$ cat src/rtl/fpsb_pkg.sv
package fpsb_pkg;
    typedef enum logic [2:0] {
        OP_ADD   = 3'd0,
        OP_SUB   = 3'd1,
        OP_MUL   = 3'd2,
        OP_DIV   = 3'd3,
        OP_LOAD  = 3'd4,
        OP_STORE = 3'd5,
        OP_XCHG  = 3'd6,
        OP_NOP   = 3'd7
    } fp_op_e;

    typedef enum logic [1:0] {
        S_OPEN   = 2'd0,
        S_DIVIDE = 2'd1,
        S_GAP    = 2'd2
    } issue_state_e;
endpackage

$ cat src/rtl/fpsb_rename.sv
module fpsb_rename #(
    parameter int NREG = 8,
    parameter int IW   = $clog2(NREG)
) (
    input  logic          clk,
    input  logic          rst_n,
    input  logic          swap_en,
    input  logic [IW-1:0] swap_idx,
    input  logic [IW-1:0] lidx_a,
    input  logic [IW-1:0] lidx_b,
    input  logic [IW-1:0] lidx_d,
    output logic [IW-1:0] pidx_a,
    output logic [IW-1:0] pidx_b,
    output logic [IW-1:0] pidx_d
);
    logic [IW-1:0] map_q [NREG];

    always_ff @(posedge clk) begin
        if (!rst_n) begin
            for (int i = 0; i < NREG; i++) map_q[i] <= IW'(i);
        end else if (swap_en) begin
            map_q[0]        <= map_q[swap_idx];
            map_q[swap_idx] <= map_q[0];
        end
    end

    assign pidx_a = map_q[lidx_a];
    assign pidx_b = map_q[lidx_b];
    assign pidx_d = map_q[lidx_d];

    // the register behind the exchange partner moves to stack top
    p_swap_top_r10: assert property (@(posedge clk) disable iff (!rst_n)
        swap_en |=> map_q[0] == $past(map_q[swap_idx]));
endmodule

$ cat src/rtl/fpsb_busy.sv
module fpsb_busy #(
    parameter int NREG      = 8,
    parameter int IW        = $clog2(NREG),
    parameter int ARITH_LAT = 3,
    parameter int CW        = $clog2(ARITH_LAT + 1)
) (
    input  logic          clk,
    input  logic          rst_n,
    input  logic          set_en,
    input  logic          clr_en,
    input  logic [IW-1:0] wr_idx,
    input  logic [IW-1:0] rd_a,
    input  logic [IW-1:0] rd_b,
    output logic [CW-1:0] cnt_a,
    output logic [CW-1:0] cnt_b
);
    logic [CW-1:0] cnt_q [NREG];

    for (genvar g = 0; g < NREG; g++) begin : g_reg
        always_ff @(posedge clk) begin
            if (!rst_n)                            cnt_q[g] <= '0;
            else if (set_en && wr_idx == IW'(g))   cnt_q[g] <= CW'(ARITH_LAT);
            else if (clr_en && wr_idx == IW'(g))   cnt_q[g] <= '0;
            else if (cnt_q[g] != '0)               cnt_q[g] <= cnt_q[g] - 1'b1;
        end

        // a pending count only falls by one per cycle unless rewritten
        p_count_down_r4: assert property (@(posedge clk) disable iff (!rst_n)
            (cnt_q[g] > CW'(1) && !(wr_idx == IW'(g) && (set_en || clr_en)))
            |=> cnt_q[g] == $past(cnt_q[g]) - 1'b1);
    end

    assign cnt_a = cnt_q[rd_a];
    assign cnt_b = cnt_q[rd_b];
endmodule

$ cat src/rtl/fpsb_ctrl.sv
module fpsb_ctrl
    import fpsb_pkg::*;
#(
    parameter int DIV_DBL = 33,
    parameter int DIV_EXT = 39,
    parameter int DW      = $clog2(DIV_EXT)
) (
    input  logic   clk,
    input  logic   rst_n,
    input  logic   in_valid,
    input  fp_op_e op,
    input  logic   prec_ext,
    input  logic   deps_ok,
    output logic   issue
);
    issue_state_e  state_q, state_d;
    logic [DW-1:0] div_q;
    logic          mul_last_q;
    logic          can_go;

    always_comb begin
        state_d = state_q;
        unique case (state_q)
            S_OPEN: begin
                if (issue && op == OP_DIV)        state_d = S_DIVIDE;
                else if (issue && op == OP_STORE) state_d = S_GAP;
            end
            S_DIVIDE: if (div_q == DW'(1))        state_d = S_OPEN;
            S_GAP:                                state_d = S_OPEN;
            default:                              state_d = S_OPEN;
        endcase
    end

    always_ff @(posedge clk) begin
        if (!rst_n) begin
            state_q    <= S_OPEN;
            div_q      <= '0;
            mul_last_q <= 1'b0;
        end else begin
            state_q    <= state_d;
            mul_last_q <= issue && op == OP_MUL;
            if (issue && op == OP_DIV)
                div_q <= prec_ext ? DW'(DIV_EXT - 1) : DW'(DIV_DBL - 1);
            else if (div_q != '0)
                div_q <= div_q - 1'b1;
        end
    end

    always_comb begin
        can_go = 1'b0;
        unique case (state_q)
            S_OPEN:   can_go = deps_ok && !(op == OP_MUL && mul_last_q);
            S_DIVIDE: can_go = 1'b0;
            S_GAP:    can_go = 1'b0;
            default:  can_go = 1'b0;
        endcase
        issue = in_valid && can_go;
    end

    // two multiplies never start in adjacent cycles
    p_mul_spacing_r5: assert property (@(posedge clk) disable iff (!rst_n)
        (issue && op == OP_MUL) |=> !(issue && op == OP_MUL));
    // the cycle after a store is dead
    p_store_dead_r7: assert property (@(posedge clk) disable iff (!rst_n)
        (issue && op == OP_STORE) |=> !issue);
    // nothing starts right after a divide
    p_div_hold_r8: assert property (@(posedge clk) disable iff (!rst_n)
        (issue && op == OP_DIV) |=> !issue);
    // occupancy ends by returning to the open state
    p_div_release_r8: assert property (@(posedge clk) disable iff (!rst_n)
        (state_q == S_DIVIDE && div_q == DW'(1)) |=> state_q == S_OPEN);
endmodule

$ cat src/rtl/fpsb_issue.sv
module fpsb_issue
    import fpsb_pkg::*;
#(
    parameter int NREG      = 8,
    parameter int IW        = $clog2(NREG),
    parameter int ARITH_LAT = 3,
    parameter int DIV_DBL   = 33,
    parameter int DIV_EXT   = 39
) (
    input  logic          clk,
    input  logic          rst_n,
    input  logic          in_valid,
    input  logic [2:0]    in_op,
    input  logic [IW-1:0] in_src_a,
    input  logic [IW-1:0] in_src_b,
    input  logic [IW-1:0] in_dst,
    input  logic          prec_ext,
    output logic          issue,
    output logic          stall
);
    localparam int CW = $clog2(ARITH_LAT + 1);

    fp_op_e        op;
    logic [IW-1:0] pa, pb, pd;
    logic [CW-1:0] cnt_a, cnt_b;
    logic          reads_two, reads_store, deps_ok, is_arith;

    assign op          = fp_op_e'(in_op);
    assign reads_two   = op inside {OP_ADD, OP_SUB, OP_MUL, OP_DIV};
    assign reads_store = op == OP_STORE;
    assign is_arith    = op inside {OP_ADD, OP_SUB, OP_MUL};

    always_comb begin
        if (reads_two)        deps_ok = cnt_a <= CW'(1) && cnt_b <= CW'(1);
        else if (reads_store) deps_ok = cnt_a == '0;
        else                  deps_ok = 1'b1;
    end

    fpsb_rename #(.NREG(NREG), .IW(IW)) u_rename (
        .clk      (clk),
        .rst_n    (rst_n),
        .swap_en  (issue && op == OP_XCHG),
        .swap_idx (in_src_a),
        .lidx_a   (in_src_a),
        .lidx_b   (in_src_b),
        .lidx_d   (in_dst),
        .pidx_a   (pa),
        .pidx_b   (pb),
        .pidx_d   (pd)
    );

    fpsb_busy #(.NREG(NREG), .IW(IW), .ARITH_LAT(ARITH_LAT), .CW(CW)) u_busy (
        .clk    (clk),
        .rst_n  (rst_n),
        .set_en (issue && is_arith),
        .clr_en (issue && op == OP_LOAD),
        .wr_idx (pd),
        .rd_a   (pa),
        .rd_b   (pb),
        .cnt_a  (cnt_a),
        .cnt_b  (cnt_b)
    );

    fpsb_ctrl #(.DIV_DBL(DIV_DBL), .DIV_EXT(DIV_EXT)) u_ctrl (
        .clk      (clk),
        .rst_n    (rst_n),
        .in_valid (in_valid),
        .op       (op),
        .prec_ext (prec_ext),
        .deps_ok  (deps_ok),
        .issue    (issue)
    );

    assign stall = in_valid && !issue;

    // a two-source instruction never starts on a result still in flight
    p_src_ready_r4: assert property (@(posedge clk) disable iff (!rst_n)
        (issue && reads_two) |-> (cnt_a <= CW'(1) && cnt_b <= CW'(1)));
    // a store starts only once its source is fully settled
    p_store_ready_r6: assert property (@(posedge clk) disable iff (!rst_n)
        (issue && reads_store) |-> cnt_a == '0);
endmodule

$ cat config.mk
export PLATFORM = sky130hd
export DESIGN_NAME = fpsb_issue
export DESIGN_NICKNAME = d
export VERILOG_FILES = /design/src/rtl/fpsb_pkg.sv /design/src/rtl/fpsb_rename.sv /design/src/rtl/fpsb_busy.sv /design/src/rtl/fpsb_ctrl.sv /design/src/rtl/fpsb_issue.sv
export SDC_FILE = /design/constraint.sdc
export NUM_CORES = 1
export LEC_CHECK = 0
export BUFFER_PORTS_ARGS = -buffer_cell sky130_fd_sc_hd__buf_2
export CAP_MARGIN = 20
export CORE_MARGIN = 10
export CORE_UTILIZATION = 40
export DETAILED_ROUTE_END_ITERATION = 6
export GPL_TIMING_DRIVEN = 0
export PLACE_DENSITY = 0.53
export SKIP_LAST_GASP = 1
export SYNTH_ARGS = -nofsm -noshare
export SYNTH_HDL_FRONTEND = slang
export SYNTH_HIERARCHICAL = 1
export SYNTH_SLANG_ARGS = --single-unit
$ cat constraint.sdc
create_clock -name clk -period 5.7 [get_ports clk]
set_input_delay 1.14 -clock clk [delete_from_list [all_inputs] [get_ports clk]]
set_output_delay 1.14 -clock clk [all_outputs]
set_load 0.1 [all_outputs]
==> out/results.txt <==
Grt total ovfl: 0
Req. time, crit path: 4.56 ns
TritonCTS Buffers: 5
Post-route ant nets: 0
H-tree Lvls: 2
Crit path max-delay family: multiplexers
CP max-delay cell: mux4_1
Clock slew at reported path FFs: 0.08 ns
Setup tns final: 0 ns
Max cap viols: 0
Max Fclk: 181 MHz
Worst min-delay path class: reg2reg
Row count: 33
DR WL/cell: 19.1 um
Worst path max stage delay: 0.59 ns
DR iter-0 viols: 116
Root Driver: clkbuf_8
GRT Overall Usage: 12.4%
Netlist Area Pre-Place: 3440 um^2
Slew Viols, Final: 0
Commonest non-fill, non-tap cell in the layout: edfxtp_1
TritonCTS clock tree: done
Commonest cells after routing, fill and taps aside: 40 x edfxtp_1, 24 x mux4_1, 23 x inv_1, 23 x nand2_1, 18 x o31ai_1
PD cells: 320 nW/um^2
Status: finished, final reports clean
Setup Slack @ Placement: -0.417 ns
Mapped Nets: 312
Bufs and invs on worst path: 3
Initial core utilization: 41.4%
Antenna violations before repair: 0
Post-route cell area: 3820 um^2
Area of the core: 8300 um^2
Crit-path max FO: 6
Final Power: 1.22 mW
Post-Syn Area per Cell: 12.0 um^2
Worst setup SP type: input port
Total number of vias: 2412
DIE WIDTH: 113 um
Vias per cell: 5.81
Rel. slew slack: 61.9%
Crit-path cells: buf_2 -> buf_6 -> mux4_1 -> mux2_4 -> mux4_1 -> mux2_2 -> or2_0 -> a41oi_2 -> nor4bb_4 -> a21boi_4 -> buf_6
Period utilization: 97.1%
Critical Path AT: 4.39 ns
Die footprint: 12700 um^2
Final worst path period need: 5.53 ns
Ports: 18
Clock tree buffer depth: 2
Setup violations, final: 0
RSZ-0062 raised after global routing: false
DRC Markers: 0
CP endpoint kind: output port
Number of port buffers: 15
First-pass GRT wire length: 12.8 mm
Final WS setup: 0.168 ns
Worst VDD drop: 0.000103 V
Final hold viol count: 0
Nets: 335
Number of global-route vias before repair: 2424
Pre-antenna DRT Iters: 4
Leakage: 1.36 nW
Clock Sinks: 49
Setup Crit Path Kind: in2out
Maximum number of pins on one net before global-route repair: 16
# diodes: 0
Area Overhead vs Synth: 11.2%
Routed WL: 7.94 mm
Worst Skew: 0.0153 ns
YS warnings: 6
Worst Tran Pin Value: 0.565 ns
DPL Wire Length: 6.11 mm
Clock latency on the worst-skew pair: 0.31 ns
Post-Synthesis Cells: 286
Gp weighted congestion: 0.792
DIE HEIGHT: 113 um
# hold bufs at CTS: 0
Placed inst area: 3670 um^2
Layout cells sized above 1: 18.4%
per-layer routing:
layer / wire length (um) / global-route usage, % / up-vias
li1: - / - / 1190
met1: 3670 / 15.6 / 1177
met2: 3970 / 21.5 / 40
met3: 216 / 2.17 / 5
met4: 75 / 3.05 / 0
met5: 0 / 0 / -
final cells by class:
class	count	area, um^2
inverter	23	86.3
tap	105	131
multi-input combinational	203	1960
buffer	11	71.3
timing repair buffer	16	95.1
clock inverter	1	6.26
fill	784	4480
sequential	49	1380
clock buffer	7	86.3
final timing paths:
kind | slack (ns) | cells after the start | start | to
worst min register to register | 0.49 | 1 | u_ctrl/mul_last_q$_SDFF_PN0_ | u_ctrl/mul_last_q$_SDFF_PN0_
worst max-delay path | 0.17 | 11 | in_src_a[0] | issue
worst max register to register | 0.91 | 12 | u_rename/map_q[0][2]$_SDFFCE_PP0P_ | u_busy/cnt_q[0][1]$_DFFE_PP_
worst min-delay path | 0.49 | 1 | u_ctrl/mul_last_q$_SDFF_PN0_ | u_ctrl/mul_last_q$_SDFF_PN0_
where the power goes:
group          internal, mW  switching [mW]
sequential            0.481          0.0717
combinational         0.223           0.226
clock                0.0993           0.121
total                 0.804           0.419
per-stage QoR:
step           cells  hold slack [ns]  util (%)
2_1_floorplan    286            0.454         -
3_3_place_gp     406            0.469      44.3
3_5_place_dp     406            0.477      44.3
4_1_cts          414            0.490      45.5
5_1_grt          415            0.498      46.0
6_report         415            0.486      46.0
worst register-to-register path, cell delays in order (launching register included):
cell and delay [ns]:
edfxtp_1 0.54, mux4_1 0.53, mux2_4 0.32, mux4_1 0.46, mux2_2 0.28, or2_0 0.25, a41oi_2 0.22, nor4bb_4 0.27
a21boi_4 0.31, nand2_1 0.12, nor3_1 0.39, o21bai_2 0.21, o311ai_0 0.54
repair_timing:
item,CTS,global route
endpoints found under the setup margin,13,40
gates resized for setup,4,9
buffers inserted,0,1
sequential cells by signal, summed over array words and instances (netlist names):
signal / cells
u_rename/map_q: 24
u_busy/cnt_q: 16
u_ctrl/div_q: 6
u_ctrl/state_q: 2
u_ctrl/mul_last_q: 1
Power figures use the tool's default switching activity.
